===== config.mk =====
export PLATFORM = sky130hd
export DESIGN_NAME = gct_table
export DESIGN_NICKNAME = d
export VERILOG_FILES = /design/src/rtl/gct_pkg.sv /design/src/rtl/gct_alloc.sv /design/src/rtl/gct_idx_fifo.sv /design/src/rtl/gct_table.sv
export SDC_FILE = /design/constraint.sdc
export NUM_CORES = 1
export LEC_CHECK = 0
export CAP_MARGIN = 20
export CORE_MARGIN = 2
export CORE_UTILIZATION = 25
export CTS_CLUSTER_SIZE = 40
export DETAILED_ROUTE_END_ITERATION = 16
export HOLD_SLACK_MARGIN = 0.1
export PLACE_DENSITY = 0.42
export SYNTH_ARGS = -nofsm -noshare
export SYNTH_HDL_FRONTEND = slang
export SYNTH_SLANG_ARGS = --single-unit
export TNS_END_PERCENT = 50

===== constraint.sdc =====
create_clock -name clk -period 5.3 [get_ports clk]
set_input_delay 1.06 -clock clk [delete_from_list [all_inputs] [get_ports clk]]
set_output_delay 1.06 -clock clk [all_outputs]
set_load 0.005 [all_outputs]

===== src/rtl/gct_pkg.sv =====
package gct_pkg;
    localparam int GCT_ENTRIES = 20;
    localparam int GCT_GRP     = 5;
    localparam int GCT_NTHR    = 2;
    localparam int GCT_IW      = $clog2(GCT_ENTRIES);
    localparam int GCT_CW      = $clog2(GCT_GRP + 1);
    localparam int GCT_SW      = $clog2(GCT_GRP);

    typedef struct packed {
        logic               vld;
        logic               tid;
        logic [GCT_GRP-1:0] need;
        logic [GCT_GRP-1:0] done;
        logic               exc;
    } gct_entry_t;

    function automatic logic [GCT_GRP-1:0] need_mask(input logic [GCT_CW-1:0] cnt);
        logic [GCT_GRP-1:0] m;
        for (int i = 0; i < GCT_GRP; i++) m[i] = (i < int'(cnt));
        return m;
    endfunction
endpackage


===== src/rtl/gct_alloc.sv =====
module gct_alloc #(
    parameter int N = 20,
    localparam int W = $clog2(N)
) (
    input  logic         clk,
    input  logic         rst,
    input  logic [N-1:0] busy,
    output logic         full,
    output logic [W-1:0] idx
);
    always_comb begin
        idx = '0;
        for (int i = N - 1; i >= 0; i--)
            if (!busy[i]) idx = W'(i);
    end
    assign full = &busy;

    a_r2_pick_free: assert property (@(posedge clk) disable iff (rst)
        !full |-> !busy[idx]);
    a_r2_pick_lowest: assert property (@(posedge clk) disable iff (rst)
        !full |-> ((busy & ((N'(1) << idx) - N'(1))) == (((N'(1) << idx) - N'(1)))));
endmodule


===== src/rtl/gct_idx_fifo.sv =====
module gct_idx_fifo #(
    parameter int DEPTH = 20,
    parameter int W = 5,
    localparam int PW = $clog2(DEPTH),
    localparam int CNW = $clog2(DEPTH + 1)
) (
    input  logic         clk,
    input  logic         rst,
    input  logic         clr,
    input  logic         push,
    input  logic [W-1:0] push_data,
    input  logic         pop,
    output logic         empty,
    output logic [W-1:0] head
);
    logic [W-1:0]   mem [DEPTH];
    logic [PW-1:0]  wp, rp;
    logic [CNW-1:0] cnt;

    function automatic logic [PW-1:0] bump(input logic [PW-1:0] p);
        return (p == PW'(DEPTH - 1)) ? '0 : p + PW'(1);
    endfunction

    always_ff @(posedge clk) begin
        if (rst || clr) begin
            wp  <= '0;
            rp  <= '0;
            cnt <= '0;
        end else begin
            if (push) begin
                mem[wp] <= push_data;
                wp      <= bump(wp);
            end
            if (pop) rp <= bump(rp);
            cnt <= cnt + CNW'(push) - CNW'(pop);
        end
    end

    assign empty = (cnt == '0);
    assign head  = mem[rp];

    a_r10_no_overflow: assert property (@(posedge clk) disable iff (rst)
        (push && !clr) |-> (cnt < CNW'(DEPTH)));
    a_r5_no_underflow: assert property (@(posedge clk) disable iff (rst)
        (pop && !clr) |-> !empty);
endmodule


===== src/rtl/gct_table.sv =====
module gct_table
    import gct_pkg::*;
(
    input  logic              clk,
    input  logic              rst,
    input  logic              disp_valid,
    input  logic              disp_tid,
    input  logic [GCT_CW-1:0] disp_count,
    output logic [GCT_IW-1:0] disp_idx,
    output logic              full,
    input  logic              fin_valid,
    input  logic [GCT_IW-1:0] fin_idx,
    input  logic [GCT_SW-1:0] fin_slot,
    input  logic              fin_exc,
    input  logic [1:0]        flush,
    output logic [1:0]        commit_valid,
    output logic [GCT_IW-1:0] commit_idx0,
    output logic [GCT_IW-1:0] commit_idx1,
    output logic [1:0]        exc_flag
);
    gct_entry_t               tab [GCT_ENTRIES];
    logic [GCT_ENTRIES-1:0]   busy;
    logic [GCT_IW-1:0]        head_idx [GCT_NTHR];
    logic [GCT_NTHR-1:0]      q_empty;
    logic [GCT_NTHR-1:0]      thr_busy;
    logic                     accept;
    logic [GCT_GRP-1:0]       fin_bit;

    always_comb begin
        thr_busy = '0;
        for (int i = 0; i < GCT_ENTRIES; i++) begin
            busy[i] = tab[i].vld;
            if (tab[i].vld) thr_busy[tab[i].tid] = 1'b1;
        end
    end

    gct_alloc #(.N(GCT_ENTRIES)) u_alloc (
        .clk(clk), .rst(rst), .busy(busy), .full(full), .idx(disp_idx));

    assign accept  = disp_valid && !full && !flush[disp_tid];
    assign fin_bit = GCT_GRP'(1) << fin_slot;

    for (genvar t = 0; t < GCT_NTHR; t++) begin : g_thr
        gct_entry_t hd;
        logic       ready;

        gct_idx_fifo #(.DEPTH(GCT_ENTRIES), .W(GCT_IW)) u_order (
            .clk(clk), .rst(rst), .clr(flush[t]),
            .push(accept && (disp_tid == 1'(t))), .push_data(disp_idx),
            .pop(commit_valid[t]), .empty(q_empty[t]), .head(head_idx[t]));

        assign hd    = tab[head_idx[t]];
        assign ready = !q_empty[t] && hd.vld && ((hd.done | ~hd.need) == '1);
        assign commit_valid[t] = ready && !hd.exc && !flush[t];
        assign exc_flag[t]     = ready && hd.exc;

        a_r9_flush_clears: assert property (@(posedge clk) disable iff (rst)
            flush[t] |=> !thr_busy[t]);
        a_r8_exc_sticky: assert property (@(posedge clk) disable iff (rst)
            (exc_flag[t] && !flush[t]) |=> exc_flag[t]);
        a_r5_head_owner: assert property (@(posedge clk) disable iff (rst)
            commit_valid[t] |-> (tab[head_idx[t]].tid == 1'(t)));
    end

    assign commit_idx0 = head_idx[0];
    assign commit_idx1 = head_idx[1];

    always_ff @(posedge clk) begin
        for (int i = 0; i < GCT_ENTRIES; i++) begin
            if (rst) begin
                tab[i] <= '0;
            end else if (tab[i].vld && (flush[tab[i].tid] ||
                     (commit_valid[tab[i].tid] && head_idx[tab[i].tid] == GCT_IW'(i)))) begin
                tab[i].vld <= 1'b0;
            end else if (accept && disp_idx == GCT_IW'(i)) begin
                tab[i] <= '{vld: 1'b1, tid: disp_tid, need: need_mask(disp_count),
                            done: '0, exc: 1'b0};
            end else if (fin_valid && tab[i].vld && fin_idx == GCT_IW'(i)) begin
                tab[i].done <= tab[i].done | fin_bit;
                tab[i].exc  <= tab[i].exc | fin_exc;
            end
        end
    end

    a_r7_free_on_commit: assert property (@(posedge clk) disable iff (rst)
        commit_valid[0] |=> !tab[$past(commit_idx0)].vld);
    a_r10_full_blocks: assert property (@(posedge clk) disable iff (rst)
        (full && !commit_valid[0] && !commit_valid[1] && flush == 2'b00) |=> full);
endmodule


## Word-level counts from Yosys, hierarchy flattened

Memories as Yosys holds them, arrays and structs flattened. A register that Yosys moved wholly into a read port is not among the register bits.
Cells that the tools add are included.

- Flip-flop bits (word level): 30
- Output and inout bits: 20
- Input port bits: 19
- RAM bits: 460
- Memories kept: 3

- Bitwise gates (word level): 165
- $lt $le $gt $ge: 46
- Eq/ne operators: 63
- Shift operators: 1
- Reduce and logical (&&, ||, !) cells: 150
- Add/sub/neg operators: 8
- Mux-type cells: 518

Memory list:

| name | depth | width | rd ports | clocked after memory_dff | write ports | line | source |
|---|---|---|---|---|---|---|---|
| tab | 20 | 13 | 22 | 0 | 20 | gct_table.sv:21 | `gct_entry_t tab [GCT_ENTRIES];` |
| g_thr[0].u_order.mem | 20 | 5 | 1 | 1 | 1 | gct_idx_fifo.sv:16 | `logic [W-1:0] mem [DEPTH];` |
| g_thr[1].u_order.mem | 20 | 5 | 1 | 1 | 1 | gct_idx_fifo.sv:16 |  |

Operators by type and width:

| operator | number |
|---|---|
| $mux W5 | 108 |
| $mux W1 | 390 |
| $mux W12 | 20 |
| $eq A5 B4 Y1 const B | 24 |
| $or A1 B1 Y1 | 120 |
| $logic_and A1 B1 Y1 | 114 |
| $or A5 B5 Y5 | 22 |
| $eq A5 B5 Y1 const B | 18 |
| $eq A5 B3 Y1 const B | 12 |
| $lt A1 B2 Y1 const B | 21 |
| $ge A2 B2 Y1 const B | 20 |
| $not A1 Y2 | 20 |
| $eq A5 B2 Y1 const B | 6 |
| $logic_not A5 Y1 | 5 |
| $logic_or A1 B1 Y1 | 22 |
| $add A5 B1 Y5 const B | 4 |
| $reduce_and A20 Y1 | 1 |
| $eq A5 B1 Y1 const B | 3 |
| $add A5 B1 Y5 | 2 |
| $not A5 Y5 | 2 |
| $sub A5 B1 Y5 | 2 |
| $logic_not A1 Y1 | 8 |
| $lt A1 B3 Y1 const A | 2 |
| $lt A2 B3 Y1 const A | 2 |
| other kinds (3) | 3 |

## Depth between registers and ports, before layout

Gate-level depths: netlist of run 1.
An unclocked memory read counts as a cell.

- Depth in word-level cells: 29
- Mapped depth: 26

## By module

A second synthesis of run 1 with hierarchy kept.

- Cells, all modules: 2155
- Area total of the unflattened synthesis: 26148.8 µm²

By module, submodules not included:

| module | instances | area each (µm²) | cells an instance | sequential area each (µm²) |
|---|---|---|---|---|
| gct_table | 1 | 16044.1 | 1492 | 7807.5 |
| gct_idx_fifo (g_thr[1].u_order) | 1 | 4956.0 | 315 | 3403.3 |
| gct_idx_fifo (g_thr[0].u_order) | 1 | 4937.2 | 308 | 3403.3 |
| gct_alloc | 1 | 211.5 | 40 | 0.0 |

## Least setup slack after synthesis of run 1

OpenSTA, ideal clock, no wires.

- Kind: register to register
- From: register with a tool-made name
- To: register g_thr[0].u_order.cnt[4]
- Setup time: 0.132 ns
- Stages on the path, launching flop included: 25
- Period minus slack after synthesis: 4.697 ns
- Path buffers: 4
- Data arrival time: 4.565 ns
- Path slack: 0.603 ns
- Cells stage by stage: dfxtp_1 > buf_4 > clkbuf_4 > buf_2 > mux4_2 > a221o_1 > inv_2 > buf_2 > mux2i_1 > mux2i_1 > a22oi_1 > o32ai_2 > a311oi_4 > nand4_4 > inv_4 > ha_1 > inv_1 > ha_1 > inv_1 > fa_1 > inv_1 > a21oi_1 > nor2_1 > or3_1 > a21oi_1

RTL lines:

| what | line | source |
|---|---|---|
| to (signal assigned) | gct_idx_fifo.sv:35 | `cnt <= cnt + CNW'(push) - CNW'(pop);` |
| to (decl) | gct_idx_fifo.sv:18 | `logic [CNW-1:0] cnt;` |

==> impl_metrics.env, run 1 <==
export IMPL_finalSetupTns_ns=-0.0123
export IMPL_cts_sinks=500
export IMPL_hold_viol_final=0
export IMPL_gp_congestion=0.995
export IMPL_cts_root_buf="clkbuf_16"
export IMPL_die_area_um2=106000
export IMPL_pin_count=39
export IMPL_via_per_inst=5.31
export IMPL_timing_fmax_mhz=188
export IMPL_clk_transition_reported_paths_ns=0.06
export IMPL_setup_violations=1
export IMPL_insertion_delay_ns=0.68
export IMPL_p_leak_uw=0.0107
export IMPL_synth_edf_count=460
export IMPL_drtAntennaViolNets=0
export IMPL_dieWidth_um=326
export IMPL_multiInputGateArea_um2=10700
export IMPL_vias=20923
export IMPL_worst_setup_path_end_kind="output port"
export IMPL_syn_to_final_growth_pct=24.1
export IMPL_synthArstFlopShare_pct=0
export IMPL_firstDrtPassIters=6
export IMPL_crit_required_ns=4.24
export IMPL_initial_core_util_pct=25.3
export IMPL_synth_most_common_cell="edfxtp_1"
export IMPL_yosysTopAreaCellShare_pct=53.4
export IMPL_rows=117
export IMPL_worst_pin_slew_ns=1.19
export IMPL_peakVddDrop_mv=0.272
export IMPL_cp_slowest_cell="dfxtp_4"
export IMPL_fin_ws_ns=-0.0123
export IMPL_min_period_ns=5.31
export IMPL_grt_pass1_vias=20605
export IMPL_synth_area_leaders="edfxtp_1 53%, nor2_1 5.0%, mux2i_1 4.2%"
export IMPL_globalRouteOverflowTotal=0
export IMPL_crit_chain="buf_6 > mux2_2 > a221oi_2 > a221o_1 > inv_2 > buf_12 > buf_4 > mux2i_1 > mux2i_1 > nand3_1 > nand3_1 > o21ai_0 > nor4_4 > buf_2"
export IMPL_totalWireLength_um=115000
export IMPL_io_buffers=38
export IMPL_drive_gt1_share_pct=20.2
export IMPL_ys_ff_latch=500
export IMPL_register_area_um2=14600
export IMPL_cts_buffer_depth=3
export IMPL_report_final_slew_viol_count=0
export IMPL_min_path_type="reg2reg"
export IMPL_slowest_delay_ns=0.40
export IMPL_hold_buffers=0
export IMPL_synth_common_cells="460 x edfxtp_1, 342 x nor2_1, 133 x nand2_1"
export IMPL_crit_family="simple AND/OR/NAND/NOR gates"
export IMPL_ys_types=105
export IMPL_postSynthCellCount=2292
export IMPL_worstSetupStartpointType="flip-flop"
export IMPL_cts_buffers=60
export IMPL_critPathMaxFanout=11
export IMPL_syn_area_um2=25800
export IMPL_yosysWarnings=0
export IMPL_coreArea_um2=102000
export IMPL_place_area_um2=29300
export IMPL_die_h_um=326
export IMPL_grt_pass1_wl_um=162000
export IMPL_rsz0062_at_grt="yes"
export IMPL_yosysSeqAreaShare_pct=56.5
export IMPL_critPathArrivalTime_ns=4.25
export IMPL_h_tree_depth=2
export IMPL_wire_per_inst_um=29.3
export IMPL_powerDensity_nw_per_um2=293
export IMPL_cts_tree="yes"
export IMPL_final_cell_area_um2=32100
export IMPL_grt_usage_pct=21.4
export IMPL_fin_worst_skew_ns=0.0271
export IMPL_synth_area_per_cell_um2=11.3
export IMPL_fillCellCount=10413
export IMPL_drcViolationCount=0
export IMPL_antenna_found_initial=3
export IMPL_outcome="complete, but fails checks"
export IMPL_maxCapViolations=0
export IMPL_synth_area_leader_cell="edfxtp_1"
export IMPL_cp_num_buf_inv=5
export IMPL_worstSetupPathType="reg2out"
export IMPL_post_dp_hpwl_um=86100
export IMPL_grt_max_degree=41
export IMPL_drt_first_iter_violations=2426
export IMPL_synth_fp_nets=2335
export IMPL_synth_flop_cell="edfxtp_1"
export IMPL_nets=2562
export IMPL_relSlewSlack_pct=20.5
export IMPL_violations="negative setup slack"
export IMPL_period_share_pct=100
-- worst register-to-register path, cell delays in order, from the launching register on --
cell and delay, ns:
dfxtp_2 0.35, buf_12 0.15, mux4_2 0.50, nand2_1 0.12, o41ai_2 0.10, nor2_2 0.13, buf_4 0.15, clkinvlp_4 0.08
buf_2 0.18, buf_4 0.15, buf_4 0.13, a2111oi_2 0.32, a31oi_1 0.09, a21oi_2 0.20, o21a_1 0.23, buf_4 0.14
buf_4 0.20, o211ai_2 0.39, o311ai_2 0.58, buf_4 0.25, nand3_1 0.27
-- sequential cells by signal, indices dropped and copies added (netlist names), named ones only --
signal and cells:
tab 260, g_thr.u_order.mem 200, g_thr.u_order.cnt 10, g_thr.u_order.rp 10, g_thr.u_order.wp 10
-- through the flow --
stage               util, %  worst slack, ns  instances  hold WS, ns  total power, uW
floorplan                 -            0.603       2292        0.468             4780
global placement       28.7           -0.468       3797        0.491             5140
detailed placement     28.7           -0.426       3797        0.497             5130
CTS                    31.3          0.00491       3939        0.507             9480
global route           31.4           -0.101       3939        0.541             9670
finish                 31.4          -0.0123       3940        0.505             9400
-- placed cells by master, fill, tap and decap left out, types with 12 or more instances in the layout --
cell type,instances
clkbuf_16,60
a31oi_1,26
a211oi_1,25
and3_1,19
clkbuf_1,14
nand3_1,77
a22oi_1,14
nand3b_1,16
nand2_1,130
o21ai_0,68
and2_1,13
mux2i_1,104
mux2_2,21
a21o_1,15
buf_12,21
or3_1,16
o211ai_1,19
o21a_1,15
ha_1,22
nand4_1,23
nand2b_1,41
nor2_1,333
inv_1,86
mux4_2,30
nor2b_1,47
dfxtp_1,33
edfxtp_1,460
o2111ai_1,12
buf_4,211
nor4_1,32
a21oi_1,83
nor3_1,83
or2_2,12
clkdlybuf4s50_1,33
nor3b_1,16
-- power breakdown --
| group | switching (uW) | total (uW) | internal [uW] |
|---|---|---|---|
| clock network | 1790 | 4320 | 2530 |
| registers | 97.9 | 4470 | 4370 |
| logic | 426 | 610 | 185 |
| total | 2320 | 9400 | 7080 |
-- area by class of cell --
| cell class | count | share of cell area, % |
|---|---|---|
| flip-flops and latches | 500 | 45.6 |
| diodes | 1 | 0.00780 |
| multi-input cells | 1579 | 33.5 |
| repair buffers | 281 | 8.00 |
| clock buffers | 76 | 4.93 |
| well taps | 1368 | 5.34 |
| inverters | 97 | 1.16 |
| clock inverters | 38 | 1.47 |
-- logic make-up after synthesis --
kind of cell,Yosys count,synth area share [%]
fa+ha+maj,24,1.22
simple gates,927,17.9
compound gates,456,12.7
mux,165,7.97
xor+xnor,7,0.237
buf+inv,213,3.43
flops,500,56.5
-- final timing paths --
kind                          start           to  slack [ns]  depth (start not counted)
max                       flip-flop  exc_flag[0]       -0.01                         14
min          g_thr[0].u_order.rp[1]    flip-flop        0.51                          2
max reg2reg               flip-flop   tab[13][1]        0.20                         20
min reg2reg  g_thr[0].u_order.rp[1]    flip-flop        0.51                          2
-- repair_timing --
item                                    4_1_cts  5_1_grt
pin swaps                                    16        3
setup buffers                                26        0
endpoints found under the setup margin       11       16
cloned                                        4        0
resized for setup                            77       14
-- routing by layer --
layer	up-vias	track usage (%)	wire (um)
met5	-	0	12
li1	9176	-	-
met2	920	33.8	52500
met4	2	9.00	5240
met3	241	3.53	7450
met1	10584	28.9	50200
Note: power is estimated with default switching activity, not from simulation.
==> inputs of run 2 (changes only) <==
--- a/config.mk
+++ b/config.mk
@@ -12,6 +12,7 @@
 export DETAILED_ROUTE_END_ITERATION = 16
 export HOLD_SLACK_MARGIN = 0.1
 export PLACE_DENSITY = 0.42
+export SLEW_MARGIN = 20
 export SYNTH_ARGS = -nofsm -noshare
 export SYNTH_HDL_FRONTEND = slang
 export SYNTH_SLANG_ARGS = --single-unit
==> results of run 2 <==
The final DEF is identical to that of run 1; final timing and power are the same.
==> inputs of run 3 (changes only) <==
--- a/config.mk
+++ b/config.mk
@@ -12,6 +12,7 @@
 export DETAILED_ROUTE_END_ITERATION = 16
 export HOLD_SLACK_MARGIN = 0.1
 export PLACE_DENSITY = 0.42
+export RECOVER_POWER = 50
 export SLEW_MARGIN = 20
 export SYNTH_ARGS = -nofsm -noshare
 export SYNTH_HDL_FRONTEND = slang
==> run 3 against run 2 <==
- the flow finishes with violations (max-capacitance violations, max-slew violations, negative setup slack)
- sequential power hardly changed
- cell area is 0.44% lower
- critical endpoint unchanged
- power decreased by 0.13%
- clock-buffer cell count unchanged
- largest cell class unchanged
- clock power about the same
- non-clock buffer count did not move
- setup slack gained 0.0032 ns
- critical path depth stayed put
- final cell count hardly changed
- global-route usage unchanged
==> impl_metrics.env, run 3 (synthesis results as in run 1) <==
export IMPL_dieWidth_um=326
export IMPL_placedCellCount=3797
export IMPL_grt_max_degree=41
export IMPL_antennaDiodeCount=0
export IMPL_worstSetupStartpointType="flip-flop"
export IMPL_pin_count=39
export IMPL_die_h_um=326
export IMPL_finalSetupTns_ns=-0.00905
export IMPL_syn_to_final_growth_pct=23.6
export IMPL_post_dp_hpwl_um=86100
export IMPL_rsz0062_at_grt="yes"
export IMPL_reg_top3="tab (260), g_thr.u_order.mem (200)"
export IMPL_clk_transition_reported_paths_ns=0.06
export IMPL_worstSetupPathType="reg2out"
export IMPL_final_cell_area_um2=31900
export IMPL_io_buffers=38
export IMPL_final_cells=3939
export IMPL_setup_violations=1
export IMPL_antenna_found_initial=3
export IMPL_cts_sinks=500
export IMPL_timing_fmax_mhz=188
export IMPL_insertion_delay_ns=0.68
export IMPL_cts_root_buf="clkbuf_16"
export IMPL_drtAntennaViolNets=0
export IMPL_coreArea_um2=102000
export IMPL_drcViolationCount=0
export IMPL_crit_required_ns=4.24
export IMPL_final_common_cell="edfxtp_1"
export IMPL_min_period_ns=5.31
export IMPL_fin_worst_skew_ns=0.0276
export IMPL_worst_pin_slew_ns=1.92
export IMPL_critPathArrivalTime_ns=4.25
export IMPL_h_tree_depth=2
export IMPL_totalWireLength_um=115000
export IMPL_wire_per_inst_um=29.3
export IMPL_cts_buffer_depth=3
export IMPL_peakVddDrop_mv=0.270
export IMPL_nets=2562
export IMPL_grt_pass1_vias=20605
export IMPL_drive_gt1_share_pct=19.1
export IMPL_slowest_delay_ns=0.40
export IMPL_violations="max-capacitance violations, max-slew violations, negative setup slack"
export IMPL_cp_slowest_cell="dfxtp_4"
export IMPL_hold_viol_final=0
export IMPL_vias=20890
export IMPL_place_ws_ns=-0.426
export IMPL_globalRouteOverflowTotal=0
export IMPL_cts_buffers=60
export IMPL_p_leak_uw=0.0106
export IMPL_critPathMaxFanout=11
export IMPL_hold_buffers=0
export IMPL_report_final_slew_viol_count=211
export IMPL_grt_usage_pct=21.4
export IMPL_initial_core_util_pct=25.3
export IMPL_final_cell_mix="460 x edfxtp_1, 335 x nor2_1, 186 x buf_4"
export IMPL_relSlewSlack_pct=-27.8
export IMPL_die_area_um2=106000
export IMPL_place_area_um2=29300
export IMPL_worst_setup_path_end_kind="output port"
export IMPL_fin_ws_ns=-0.00905
export IMPL_via_per_inst=5.30
export IMPL_crit_chain="buf_6 > mux2_2 > a221oi_2 > a221o_1 > inv_2 > buf_12 > buf_4 > mux2i_1 > mux2i_1 > nand3_1 > nand3_1 > o21ai_0 > nor4_4 > buf_2"
export IMPL_powerDensity_nw_per_um2=294
export IMPL_min_path_type="reg2reg"
export IMPL_firstDrtPassIters=5
export IMPL_cts_tree="yes"
export IMPL_outcome="complete, but fails checks"
export IMPL_period_share_pct=100
export IMPL_drt_first_iter_violations=2440
export IMPL_rows=117
export IMPL_largest_reg_flops=260
export IMPL_gp_congestion=0.995
export IMPL_maxCapViolations=6
export IMPL_grt_pass1_wl_um=162000
export IMPL_top_register="tab"
-- run 3: critical path, delay by kind of cell (launching register included) --
kind / cells / cell delay (ns)
simple gates: 3 / 0.87
compound gates: 3 / 0.78
mux: 3 / 0.77
buf+inv: 5 / 0.73
flops: 1 / 0.40
-- run 3: final timing paths --
check | from | end | slack [ns] | depth (start not counted)
worst min register to register | g_thr[0].u_order.rp[1] | flip-flop | 0.50 | 2
worst min-delay path | g_thr[0].u_order.rp[1] | flip-flop | 0.50 | 2
worst max register to register | flip-flop | tab[13][1] | 0.15 | 17
worst max-delay path | flip-flop | exc_flag[0] | -0.009 | 14
-- run 3: cell type report --
class,count,area (um2)
clock inverter,38,472
tap,1368,1710
inverter,97,373
multi-input combinational,1579,10700
sequential,500,14600
clock buffer,76,1580
fill,10443,70200
timing repair buffer,281,2470
-- run 3: layer usage --
metal  track usage, %  vias up  share of wire [%]
li1                 -     9182                  -
met1             28.9    10579                 44
met2             33.8      880                 45
met3             3.53      247                6.4
met4             9.00        2                4.8
met5                0        -              0.010
-- run 3: power breakdown --
group	internal (uW)	switching (uW)	leakage (uW)
clock network	2530	1790	0.000989
logic	176	425	0.00496
registers	4370	97.3	0.00462
total	7080	2310	0.0106
-- run 3: metrics by stage --
step           util, %  hold WS (ns)  total power [uW]
3_3_place_gp      28.7         0.491              5140
5_1_grt           31.3         0.541              9660
2_1_floorplan        -         0.468              4780
6_report          31.3         0.503              9390
3_5_place_dp      28.7         0.497              5130
4_1_cts           31.3         0.507              9480
-- run 3: repair_timing --
| item | in CTS | in global routing |
|---|---|---|
| pin swaps | 16 | 3 |
| gates cloned | 4 | 0 |
| setup buffers | 26 | 0 |
| resized for setup | 77 | 14 |
| setup endpoints to repair | 11 | 16 |
